==> src/rtl/eprel_pkg.sv <==
// eprel_pkg: shared types for the element-pointer-relative load/store unit.
// Assumes a 32-bit little-endian data bus with four byte lanes.
package eprel_pkg;

    // access width code, also driven on req_size
    typedef enum logic [1:0] {
        SZ_BYTE = 2'd0,
        SZ_HALF = 2'd1,
        SZ_WORD = 2'd2
    } acc_size_e;

    // opcode values in instruction bits 10:7
    localparam logic [3:0] OPC_LDB = 4'b0110;
    localparam logic [3:0] OPC_STB = 4'b0111;
    localparam logic [3:0] OPC_LDH = 4'b1000;
    localparam logic [3:0] OPC_STH = 4'b1001;
    localparam logic [3:0] OPC_WRD = 4'b1010;

endpackage

==> src/rtl/eprel_decode.sv <==
// eprel_decode: splits a compact instruction halfword into hit, direction,
// size, register index and rebuilt (unscaled) displacement.
// Assumes: register index in bits 15:11, opcode in 10:7, offset field in 6:0.
module eprel_decode
    import eprel_pkg::*;
#(
    parameter int REG_W  = 5,
    parameter int DISP_W = 8
) (
    input  logic [15:0]       hw,
    output logic              hit,
    output logic              is_store,
    output acc_size_e         size,
    output logic [REG_W-1:0]  rd_idx,
    output logic [DISP_W-1:0] disp
);

    localparam int FLD_W = 7;

    logic [3:0]       opc;
    logic [FLD_W-1:0] fld;

    assign opc    = hw[10:7];
    assign fld    = hw[FLD_W-1:0];
    assign rd_idx = hw[15:11];

    // classify opcode and rescale the offset field by access size
    always_comb begin
        hit      = 1'b1;
        is_store = 1'b0;
        size     = SZ_BYTE;
        disp     = '0;
        unique case (opc)
            OPC_LDB, OPC_STB: begin
                size     = SZ_BYTE;
                is_store = (opc == OPC_STB);
                disp     = DISP_W'(fld);
            end
            OPC_LDH, OPC_STH: begin
                size     = SZ_HALF;
                is_store = (opc == OPC_STH);
                disp     = DISP_W'({fld, 1'b0});
            end
            OPC_WRD: begin
                size     = SZ_WORD;
                is_store = fld[0];
                disp     = DISP_W'({fld[FLD_W-1:1], 2'b00});
            end
            default: begin
                hit = 1'b0;
            end
        endcase
    end


    always_comb begin
        if (hit && size == SZ_HALF)
            half_even_chk: assert (disp[0] == 1'b0);
    end


    always_comb begin
        if (hit && size == SZ_WORD)
            word_align_chk: assert (disp[1:0] == 2'b00);
    end

endmodule

==> src/rtl/eprel_agen.sv <==
// eprel_agen: effective address = base + zero-extended displacement, and
// little-endian byte enables from access size and low address bits.
// Assumes halfword and word accesses are naturally aligned by software.
module eprel_agen
    import eprel_pkg::*;
#(
    parameter int AW     = 32,
    parameter int DISP_W = 8,
    parameter int BE_W   = 4
) (
    input  logic [AW-1:0]     base,
    input  logic [DISP_W-1:0] disp,
    input  acc_size_e         size,
    output logic [AW-1:0]     addr,
    output logic [BE_W-1:0]   be
);

    localparam int LANE_W = $clog2(BE_W);

    logic [LANE_W-1:0] off;

    // modular add, carry out of the top bit is dropped
    assign addr = base + {{(AW-DISP_W){1'b0}}, disp};
    assign off  = addr[LANE_W-1:0];

    // pick the enabled lanes for the access size
    always_comb begin
        unique case (size)
            SZ_BYTE: be = BE_W'(1) << off;
            SZ_HALF: be = BE_W'(3) << {off[LANE_W-1:1], 1'b0};
            default: be = '1;
        endcase
    end


    always_comb begin
        if (size == SZ_BYTE)
            byte_lane_chk: assert ($countones(be) == 1);
    end

endmodule

==> src/rtl/eprel_lane.sv <==
// eprel_lane: store side copies the source into every lane; load side picks
// the addressed lane from the bus word and extends it to full width.
// Assumes DW = 32 (four byte lanes, word = whole bus).
module eprel_lane
    import eprel_pkg::*;
#(
    parameter int DW = 32
) (
    input  acc_size_e                 st_size,
    input  logic [DW-1:0]             st_src,
    output logic [DW-1:0]             st_bus,
    input  acc_size_e                 ld_size,
    input  logic [$clog2(DW/8)-1:0]   ld_off,
    input  logic [DW-1:0]             ld_bus,
    output logic [DW-1:0]             ld_val
);

    localparam int NBYTE = DW / 8;
    localparam int NHALF = DW / 16;
    localparam int LANE_W = $clog2(NBYTE);

    logic [7:0]  ld_byte;
    logic [15:0] ld_half;

    // replicate the store value across lanes by size
    always_comb begin
        unique case (st_size)
            SZ_BYTE: st_bus = {NBYTE{st_src[7:0]}};
            SZ_HALF: st_bus = {NHALF{st_src[15:0]}};
            default: st_bus = st_src;
        endcase
    end

    assign ld_byte = ld_bus[{ld_off, 3'b000} +: 8];
    assign ld_half = ld_bus[{ld_off[LANE_W-1:1], 4'b0000} +: 16];

    // sign-extend narrow loads, pass words through
    always_comb begin
        unique case (ld_size)
            SZ_BYTE: ld_val = {{(DW-8){ld_byte[7]}}, ld_byte};
            SZ_HALF: ld_val = {{(DW-16){ld_half[15]}}, ld_half};
            default: ld_val = ld_bus;
        endcase
    end

endmodule

==> src/rtl/eprel_ls.sv <==
// eprel_ls: top of the element-pointer-relative short load/store unit.
// Stage 1 registers the bus request one clock after issue; stage 2 registers
// load writeback one clock later from the read data shown with the request.
// Assumes memory returns read data in the cycle the request is visible.
module eprel_ls
    import eprel_pkg::*;
#(
    parameter int AW     = 32,
    parameter int DW     = 32,
    parameter int REG_W  = 5,
    parameter int DISP_W = 8
) (
    input  logic              clk,
    input  logic              rst_n,
    input  logic              issue_vld,
    input  logic [15:0]       issue_hw,
    input  logic [AW-1:0]     ep_val,
    input  logic [DW-1:0]     st_src,
    input  logic [DW-1:0]     mem_rdata,
    output logic              req_vld,
    output logic              req_wr,
    output logic [AW-1:0]     req_addr,
    output logic [DW/8-1:0]   req_be,
    output logic [1:0]        req_size,
    output logic [DW-1:0]     req_wdata,
    output logic              wb_vld,
    output logic [REG_W-1:0]  wb_reg,
    output logic [DW-1:0]     wb_data
);

    localparam int BE_W   = DW / 8;
    localparam int LANE_W = $clog2(BE_W);

    logic              d_hit;
    logic              d_store;
    acc_size_e         d_size;
    logic [REG_W-1:0]  d_reg;
    logic [DISP_W-1:0] d_disp;
    logic [AW-1:0]     a_addr;
    logic [BE_W-1:0]   a_be;
    logic [DW-1:0]     st_bus;
    logic [DW-1:0]     ld_val;

    acc_size_e         req_size_q;
    logic [REG_W-1:0]  req_reg_q;

    eprel_decode #(.REG_W(REG_W), .DISP_W(DISP_W)) u_dec (
        .hw       (issue_hw),
        .hit      (d_hit),
        .is_store (d_store),
        .size     (d_size),
        .rd_idx   (d_reg),
        .disp     (d_disp)
    );

    eprel_agen #(.AW(AW), .DISP_W(DISP_W), .BE_W(BE_W)) u_agen (
        .base (ep_val),
        .disp (d_disp),
        .size (d_size),
        .addr (a_addr),
        .be   (a_be)
    );

    eprel_lane #(.DW(DW)) u_lane (
        .st_size (d_size),
        .st_src  (st_src),
        .st_bus  (st_bus),
        .ld_size (req_size_q),
        .ld_off  (req_addr[LANE_W-1:0]),
        .ld_bus  (mem_rdata),
        .ld_val  (ld_val)
    );

    // stage 1: register the bus request for a recognised issue
    always_ff @(posedge clk) begin
        if (!rst_n) begin
            req_vld    <= 1'b0;
            req_wr     <= 1'b0;
            req_addr   <= '0;
            req_be     <= '0;
            req_size_q <= SZ_BYTE;
            req_wdata  <= '0;
            req_reg_q  <= '0;
        end else begin
            req_vld    <= issue_vld && d_hit;
            req_wr     <= d_store;
            req_addr   <= a_addr;
            req_be     <= a_be;
            req_size_q <= d_size;
            req_wdata  <= st_bus;
            req_reg_q  <= d_reg;
        end
    end

    // stage 2: capture extended read data for a load request
    always_ff @(posedge clk) begin
        if (!rst_n) begin
            wb_vld  <= 1'b0;
            wb_reg  <= '0;
            wb_data <= '0;
        end else begin
            wb_vld  <= req_vld && !req_wr;
            wb_reg  <= req_reg_q;
            wb_data <= ld_val;
        end
    end

    assign req_size = req_size_q;


    store_no_wb_chk: assert property (@(posedge clk) disable iff (!rst_n)
        (req_vld && req_wr) |=> !wb_vld);


    load_wb_due_chk: assert property (@(posedge clk) disable iff (!rst_n)
        (req_vld && !req_wr) |=> wb_vld);


    wb_source_chk: assert property (@(posedge clk) disable iff (!rst_n)
        wb_vld |-> $past(req_vld && !req_wr));


    word_be_chk: assert property (@(posedge clk) disable iff (!rst_n)
        (req_vld && req_size_q == SZ_WORD) |-> req_be == '1);


    byte_sext_chk: assert property (@(posedge clk) disable iff (!rst_n)
        (req_vld && !req_wr && req_size_q == SZ_BYTE)
        |=> wb_data[DW-1:8] == {(DW-8){wb_data[7]}});

endmodule

==> config.mk <==
export PLATFORM = sky130hd
export DESIGN_NAME = eprel_ls
export DESIGN_NICKNAME = d
export VERILOG_FILES = /design/src/rtl/eprel_pkg.sv /design/src/rtl/eprel_decode.sv /design/src/rtl/eprel_agen.sv /design/src/rtl/eprel_lane.sv /design/src/rtl/eprel_ls.sv
export SDC_FILE = /design/constraint.sdc
export NUM_CORES = 1
export LEC_CHECK = 0
export ABC_CLOCK_PERIOD_IN_PS = 4900
export BUFFER_PORTS_ARGS = -buffer_cell sky130_fd_sc_hd__buf_2
export CAP_MARGIN = 10
export CELL_PAD_IN_SITES_DETAIL_PLACEMENT = 1
export CELL_PAD_IN_SITES_GLOBAL_PLACEMENT = 1
export CORE_MARGIN = 8
export CORE_UTILIZATION = 38
export DETAILED_ROUTE_END_ITERATION = 7
export GPL_ROUTABILITY_DRIVEN = 0
export PLACE_DENSITY_LB_ADDON = 0.1
export SLEW_MARGIN = 30
export SYNTH_ARGS = -nofsm -noshare
export SYNTH_HDL_FRONTEND = slang
export SYNTH_HIERARCHICAL = 1
export SYNTH_SLANG_ARGS = --single-unit
==> constraint.sdc <==
create_clock -name clk -period 4.9 [get_ports clk]
set_clock_uncertainty 0.05 [all_clocks]
set_input_delay 0.49 -clock clk [delete_from_list [all_inputs] [get_ports clk]]
set_output_delay 0.49 -clock clk [all_outputs]
set_load 0.005 [all_outputs]
==> results.json, run 1 <==
{
  "hpwl_mm": 12.6,
  "post_cts_buffers": 0,
  "cp_cell_sequence": "buf_2 -> nor3b_4 -> buf_4 -> a22o_1 -> inv_1 -> fa_1 -> nor2b_1 -> o211ai_1 -> a21oi_1 -> buf_4 -> o2111ai_1 -> xnor2_1 -> and2_1",
  "worstPathMaxFanout": 13,
  "setup_viol": 0,
  "required_ns": 5.15,
  "whs_path_depth": 2,
  "syn_nets": 657,
  "endpoint_kind": "flip-flop",
  "initial_core_util": 0.388,
  "row_count": 43,
  "die_y_um": 135,
  "drive_above_1_share": 0.406,
  "fin_area_sq_um": 7100,
  "clock_path_buffers": 2,
  "ios": 225,
  "crit_family": "buffers and inverters",
  "finish.utilization": 0.511,
  "crit_path_frequent_cell": "buf_4",
  "peakVddDrop_v": 0.000231,
  "r2r_start": "req_addr[1]$_SDFF_PN0_",
  "htree_levels": 4,
  "synth_top_cell_by_area": "dfxtp_1",
  "worst-path-buf-inv": 4,
  "synth.most_common_cell": "and2_1",
  "dieArea_sq_um": 18200,
  "rsz0062_at_grt": "no",
  "power_density_nw_per_um2": 376,
  "setup_tns_ns": 0,
  "gr-total-overflow": 0,
  "max-cap-violations": 0,
  "die_w_um": 135,
  "fin_crit_ns": 2.80,
  "p_leak_uw": 0.00339,
  "cts.clk_slew.worst_paths_ns": 0.06,
  "netlist_instances": 533,
  "cts_root_buf": "clkbuf_16",
  "synth_top_area_frac": 0.428,
  "synth_area_leaders": "dfxtp_1, and2_1, mux2i_1, mux2_2, a21o_1",
  "synth_cell_types": 62,
  "n_fill_cell": 1647,
  "max_stage_delay_ns": 0.45,
  "synth_edf_count": 0,
  "post_drt_wl_per_cell_um": 18.2,
  "worstReg2RegEnd": "wb_data[21]$_SDFF_PN0_",
  "dpl_cell_area_sq_um": 6480,
  "grt_pass1_wl_mm": 26.1,
  "top_regs": "req_addr: 32 flops, req_wdata: 32 flops, wb_data: 32 flops",
  "cts_buffers": 17,
  "reg2reg_depth": 4,
  "synthArstFlopShare": 0,
  "hold_class": "primary input to flip-flop",
  "drt-vias-per-instance": 4.95,
  "arrival_ns": 3.05,
  "worst_pin_slew_ns": 0.920,
  "core_sq_um": 13900,
  "wirelength_mm": 17.0,
  "cts_sinks": 115,
  "slew_violations": 0,
  "postCtsHoldBufs": 0,
  "synth-seq-area-share": 0.428,
  "drt_iter0_markers": 183,
  "final_hold_viol_count": 0,
  "placement.io_buffers": 224,
  "cts_resized": 0,
  "clk_latency_ns": 0.41,
  "grt.total_usage": 0.182,
  "grt_pass1_vias": 4990,
  "grt_start_max_net_pins": 116,
  "slew_headroom": 0.385,
  "synth-main-ff-cell": "dfxtp_1",
  "fmax_ghz": 0.357,
  "r2r_slack_ns": 2.70,
  "status": "finished, final reports clean",
  "syn_area_per_cell_sq_um": 10.1,
  "ys_top_cells_by_count": "and2_1, dfxtp_1, nand2_1",
  "drt_first_pass_iters": 4,
  "hold_start": "issue_hw[12]",
  "slowest_stage": "fa_1",
  "synth.cell_area_sq_um": 5380,
  "ys_ff_latch": 115,
  "hold_end": "req_reg_q[1]$_SDFF_PN0_",
  "yosysWarningCount": 6,
  "path_class": "primary input to flip-flop",
  "drc_errors": 0,
  "synthToLayoutAreaGrowth_pct": 32.0,
  "fin_crit_sh": 0.572,
  "ant_nets": 0,
  "nets": 865,
  "vias": 4624,
  "antenna_found_initial": 2,
  "critPathLaunchType": "primary input",
  "cts_tree": "yes"
}
[per-layer routing]
| layer | part of all wire | track usage | vias to the layer above |
|---|---|---|---|
| met3 | 0.077 | 0.0684 | 21 |
| met1 | 0.42 | 0.201 | 2203 |
| met2 | 0.49 | 0.317 | 162 |
| met4 | 0.014 | 0.0611 | 2 |
| li1 | - | - | 2236 |
| met5 | 0.00076 | 0 | - |
[how the worst max path moves through the flow]
stage	startpoint	endpoint	slack (ns)	depth (start not counted)
after CTS	issue_hw[8]	req_addr[14]$_SDFF_PN0_	2.10	13
after detailed placement	issue_hw[8]	req_addr[14]$_SDFF_PN0_	1.66	13
after global routing	issue_hw[8]	req_addr[30]$_SDFF_PN0_	1.90	13
after global placement	issue_hw[8]	req_addr[30]$_SDFF_PN0_	1.78	13
final	issue_hw[8]	req_addr[14]$_SDFF_PN0_	2.10	13
after floorplan	issue_hw[10]	req_addr[30]$_SDFF_PN0_	2.15	13
[cell type report]
type                    count  area [sq um]  area share
diodes                      1          2.50    0.000352
clock inverters            12           155      0.0219
repair buffers            230          1170       0.164
clock buffers              20           457      0.0643
well taps                 180           225      0.0317
inverters                   9          33.8     0.00476
multi-input cells         368          2760       0.388
flip-flops and latches    115          2300       0.324
[report_power, final]
group	total [uW]	switching, uW	internal (uW)
Clock	1270	441	827
Sequential	1030	23.4	1000
Combinational	372	185	187
[kinds of logic after synthesis]
kind of cell / Yosys count / share of synthesized area
and+or+nand+nor: 206 / 0.235
muxes: 34 / 0.0670
DFF: 115 / 0.428
adders and majority gates: 9 / 0.0223
xor gates and xnor gates: 28 / 0.0456
buffers and inverters: 50 / 0.0614
AOI/OAI and AO/OA: 91 / 0.140
[worst register-to-register path, cell delays in order, from the launching register on]
cell and delay, ns:
dfxtp_1 0.77, mux2i_1 0.30, o32ai_4 0.74, a21o_1 0.16, and2_1 0.12
[cell usage in the layout, fill, tap and decap left out, drive strengths merged, types with 9 or more instances in the layout]
| master | synthesis | routed |
|---|---|---|
| buf | 37 | 230 |
| and2 | 117 | 117 |
| dfxtp | 115 | 115 |
| nand2 | 27 | 27 |
| nand3 | 22 | 22 |
| a21o | 21 | 21 |
| clkbuf | 4 | 20 |
| o21ai | 19 | 19 |
| xnor2 | 18 | 18 |
| mux2i | 18 | 18 |
| mux2 | 16 | 16 |
| xor2 | 10 | 10 |
| inv | 9 | 10 |
| nor2 | 9 | 9 |
| a21oi | 9 | 9 |
[metrics by stage]
stage | hold slack [ns] | power (uW) | cells | worst slack (ns)
after floorplan | 0.362 | 1250 | 533 | 2.15
after global placement | 0.364 | 1410 | 902 | 1.78
after detailed placement | 0.375 | 1420 | 902 | 1.66
after CTS | 0.214 | 2710 | 934 | 2.10
after global routing | 0.220 | 2790 | 935 | 1.90
final | 0.236 | 2670 | 935 | 2.10
(Power assumes the default switching activity.)
==> run 2, diff against run 1 <==
--- a/config.mk
+++ b/config.mk
@@ -5,13 +5,14 @@
 export SDC_FILE = /design/constraint.sdc
 export NUM_CORES = 1
 export LEC_CHECK = 0
-export ABC_CLOCK_PERIOD_IN_PS = 4900
+export ABC_AREA = 1
+export ABC_CLOCK_PERIOD_IN_PS = 2800
 export BUFFER_PORTS_ARGS = -buffer_cell sky130_fd_sc_hd__buf_2
 export CAP_MARGIN = 10
 export CELL_PAD_IN_SITES_DETAIL_PLACEMENT = 1
 export CELL_PAD_IN_SITES_GLOBAL_PLACEMENT = 1
 export CORE_MARGIN = 8
-export CORE_UTILIZATION = 38
+export CORE_UTILIZATION = 34
 export DETAILED_ROUTE_END_ITERATION = 7
 export GPL_ROUTABILITY_DRIVEN = 0
 export PLACE_DENSITY_LB_ADDON = 0.1
==> constraint.sdc (replaced) <==
create_clock -name clk -period 2.8 [get_ports clk]
set_clock_uncertainty 0.05 [all_clocks]
set_input_delay 0.28 -clock clk [delete_from_list [all_inputs] [get_ports clk]]
set_output_delay 0.28 -clock clk [all_outputs]
set_load 0.005 [all_outputs]
==> run 2 against run 1 <==
  * Register-to-register slack got worse by 1.6 ns
  * Routed wire length grew 20%
  * Final cell count is 48% higher
  * Die area grew 24%
  * Critical path type unchanged
  * Hold slack worse by 0.21 ns
  * Count of clock-buffer cells in the layout shrank 2
==> results.json, run 2 <==
{
  "grt_pass1_wl_mm": 32.9,
  "post_drt_wl_per_cell_um": 14.8,
  "grt_start_max_net_pins": 64,
  "max_stage_delay_ns": 0.47,
  "gr-total-overflow": 0,
  "worstReg2RegEnd": "wb_data[3]$_SDFF_PN0_",
  "synth_top_area_frac": 0.377,
  "crit_family": "simple AND/OR/NAND/NOR gates",
  "slowest_stage": "fa_1",
  "final_hold_viol_count": 0,
  "r2r_start": "req_size[1]$_SDFF_PN0_",
  "yosysWarningCount": 6,
  "grt.total_usage": 0.185,
  "p_leak_uw": 0.00500,
  "hold_class": "primary input to flip-flop",
  "die_w_um": 150,
  "syn_area_per_cell_sq_um": 6.58,
  "arrival_ns": 2.23,
  "fin_crit_sh": 0.701,
  "top_regs": "req_addr: 32 flops, req_wdata: 32 flops, wb_data: 32 flops",
  "die_y_um": 150,
  "n_fill_cell": 2397,
  "most-common-layout-cells": "nand2_1, buf_2, inv_1, dfxtp_1, nand3_1",
  "rsz0062_at_grt": "no",
  "synthToLayoutAreaGrowth_pct": 30.4,
  "hold_start": "issue_vld",
  "required_ns": 3.06,
  "core_sq_um": 17800,
  "worstPathMaxFanout": 7,
  "multi_input_area_sq_um": 2800,
  "cts_resized": 0,
  "vias": 6188,
  "placement.io_buffers": 224,
  "status": "finished, final reports clean",
  "critPathLaunchType": "primary input",
  "cts_root_buf": "clkbuf_16",
  "ys_top_cells_by_count": "nand2_1, inv_1, dfxtp_1",
  "synthArstFlopShare": 0,
  "ff_latch_area_sq_um": 2300,
  "synth_top_cell_by_area": "dfxtp_1",
  "setup_viol": 0,
  "clk_latency_ns": 0.41,
  "hpwl_mm": 16.3,
  "synth-seq-area-share": 0.377,
  "crit_path_frequent_cell": "nand2_1",
  "synth.cell_area_sq_um": 6110,
  "syn_nets": 1053,
  "antenna_found_initial": 1,
  "power_density_nw_per_um2": 612,
  "row_count": 49,
  "fmax_ghz": 0.509,
  "htree_levels": 4,
  "cts_tree": "yes",
  "cp_cell_sequence": "buf_2 -> inv_1 -> nand3_2 -> clkinv_2 -> nand2_1 -> nand2_1 -> inv_1 -> fa_1 -> nor2_1 -> nor2_1 -> inv_1 -> nand3_1 -> nand2_2 -> nand2_1 -> nand2_1 -> nand2_1 -> nand2_1 -> inv_1",
  "fin_crit_ns": 1.96,
  "clock_path_buffers": 2,
  "peakVddDrop_v": 0.000424,
  "nets": 1269,
  "setup_tns_ns": 0,
  "drt-vias-per-instance": 4.46,
  "path_class": "primary input to flip-flop",
  "slew_violations": 0,
  "drt_first_pass_iters": 4,
  "synth_cell_types": 38,
  "post_cts_buffers": 0,
  "netlist_instances": 929,
  "final_common_cell": "nand2_1",
  "slew_headroom": 0.525,
  "ant_nets": 0,
  "drt_iter0_markers": 256,
  "synth.most_common_cell": "nand2_1",
  "initial_core_util": 0.344,
  "synth_edf_count": 0,
  "worst_pin_slew_ns": 0.712,
  "postCtsHoldBufs": 4,
  "stdcell_count": 1388,
  "cts.clk_slew.worst_paths_ns": 0.06,
  "grt_pass1_vias": 6652,
  "hold_end": "req_vld$_SDFF_PN0_",
  "finish.utilization": 0.448,
  "synth-main-ff-cell": "dfxtp_1",
  "drc_errors": 0,
  "dp_cells": 1351,
  "drive_above_1_share": 0.275,
  "dieArea_sq_um": 22500,
  "worst-path-buf-inv": 6,
  "whs_path_depth": 3,
  "ios": 225,
  "cts_buffers": 17,
  "synth_area_leaders": "dfxtp_1, nand2_1, inv_1, nand3_1, nand4_1",
  "wirelength_mm": 20.5,
  "whs_ns": 0.0251,
  "cts_sinks": 115,
  "ys_ff_latch": 115,
  "max-cap-violations": 0,
  "r2r_slack_ns": 1.13,
  "endpoint_kind": "flip-flop",
  "reg2reg_depth": 6
}
## run 2: final cells by class
type,instances,area share
clock buffer,18,0.0551
sequential,115,0.289
clock inverter,14,0.0251
tap,229,0.0359
antenna,1,0.000314
inverter,190,0.0899
multi-input combinational,585,0.351
timing repair buffer,236,0.153
## run 2: tightest hold or removal path, cell delays in order
cell and delay (ns):
buf_2 0.10, inv_1 0.04, nor2_1 0.03
## run 2: how the worst max path moves through the flow
| stage | start | to | slack, ns | cells after the start |
|---|---|---|---|---|
| after floorplan | issue_hw[9] | req_addr[28]$_SDFF_PN0_ | 0.73 | 17 |
| after CTS | issue_hw[10] | req_addr[11]$_SDFF_PN0_ | 0.84 | 16 |
| final | issue_hw[10] | req_addr[16]$_SDFF_PN0_ | 0.84 | 18 |
| after detailed placement | issue_hw[10] | req_addr[20]$_SDFF_PN0_ | 0.40 | 18 |
| after global placement | issue_hw[10] | req_addr[16]$_SDFF_PN0_ | 0.44 | 17 |
| after global routing | issue_hw[10] | req_addr[28]$_SDFF_PN0_ | 0.60 | 18 |
## run 2: logic make-up (layout without fill, tap and decap cells)
group           Yosys count  in the layout  share of synthesized area
simple gates            527            527                      0.383
compound gates           36             36                     0.0366
buf+inv                 229            458                      0.166
fa+ha+maj                 9              9                     0.0197
flops                   115            115                      0.377
xor+xnor                 13             13                     0.0186
other cells               0              1                          0
## run 2: per-stage QoR
stage	cell area (sq um)	setup WS [ns]	power, uW
after floorplan	6110	0.728	2250
after global placement	7290	0.442	2560
after detailed placement	7290	0.401	2570
after CTS	7970	0.843	4960
after global routing	7970	0.602	5130
final	7970	0.836	4880
## run 2: per-layer routing
layer | routed length [um] | vias to the layer above | track usage
met4 | 314 | 0 | 0.0625
met2 | 9820 | 151 | 0.326
met5 | 0 | - | 0
li1 | - | 3185 | -
met3 | 1240 | 24 | 0.0463
met1 | 9100 | 2828 | 0.215
## run 2: power by group
| part | internal [uW] | switching [uW] |
|---|---|---|
| registers | 1760 | 36.1 |
| logic | 290 | 444 |
| clock network | 1520 | 827 |
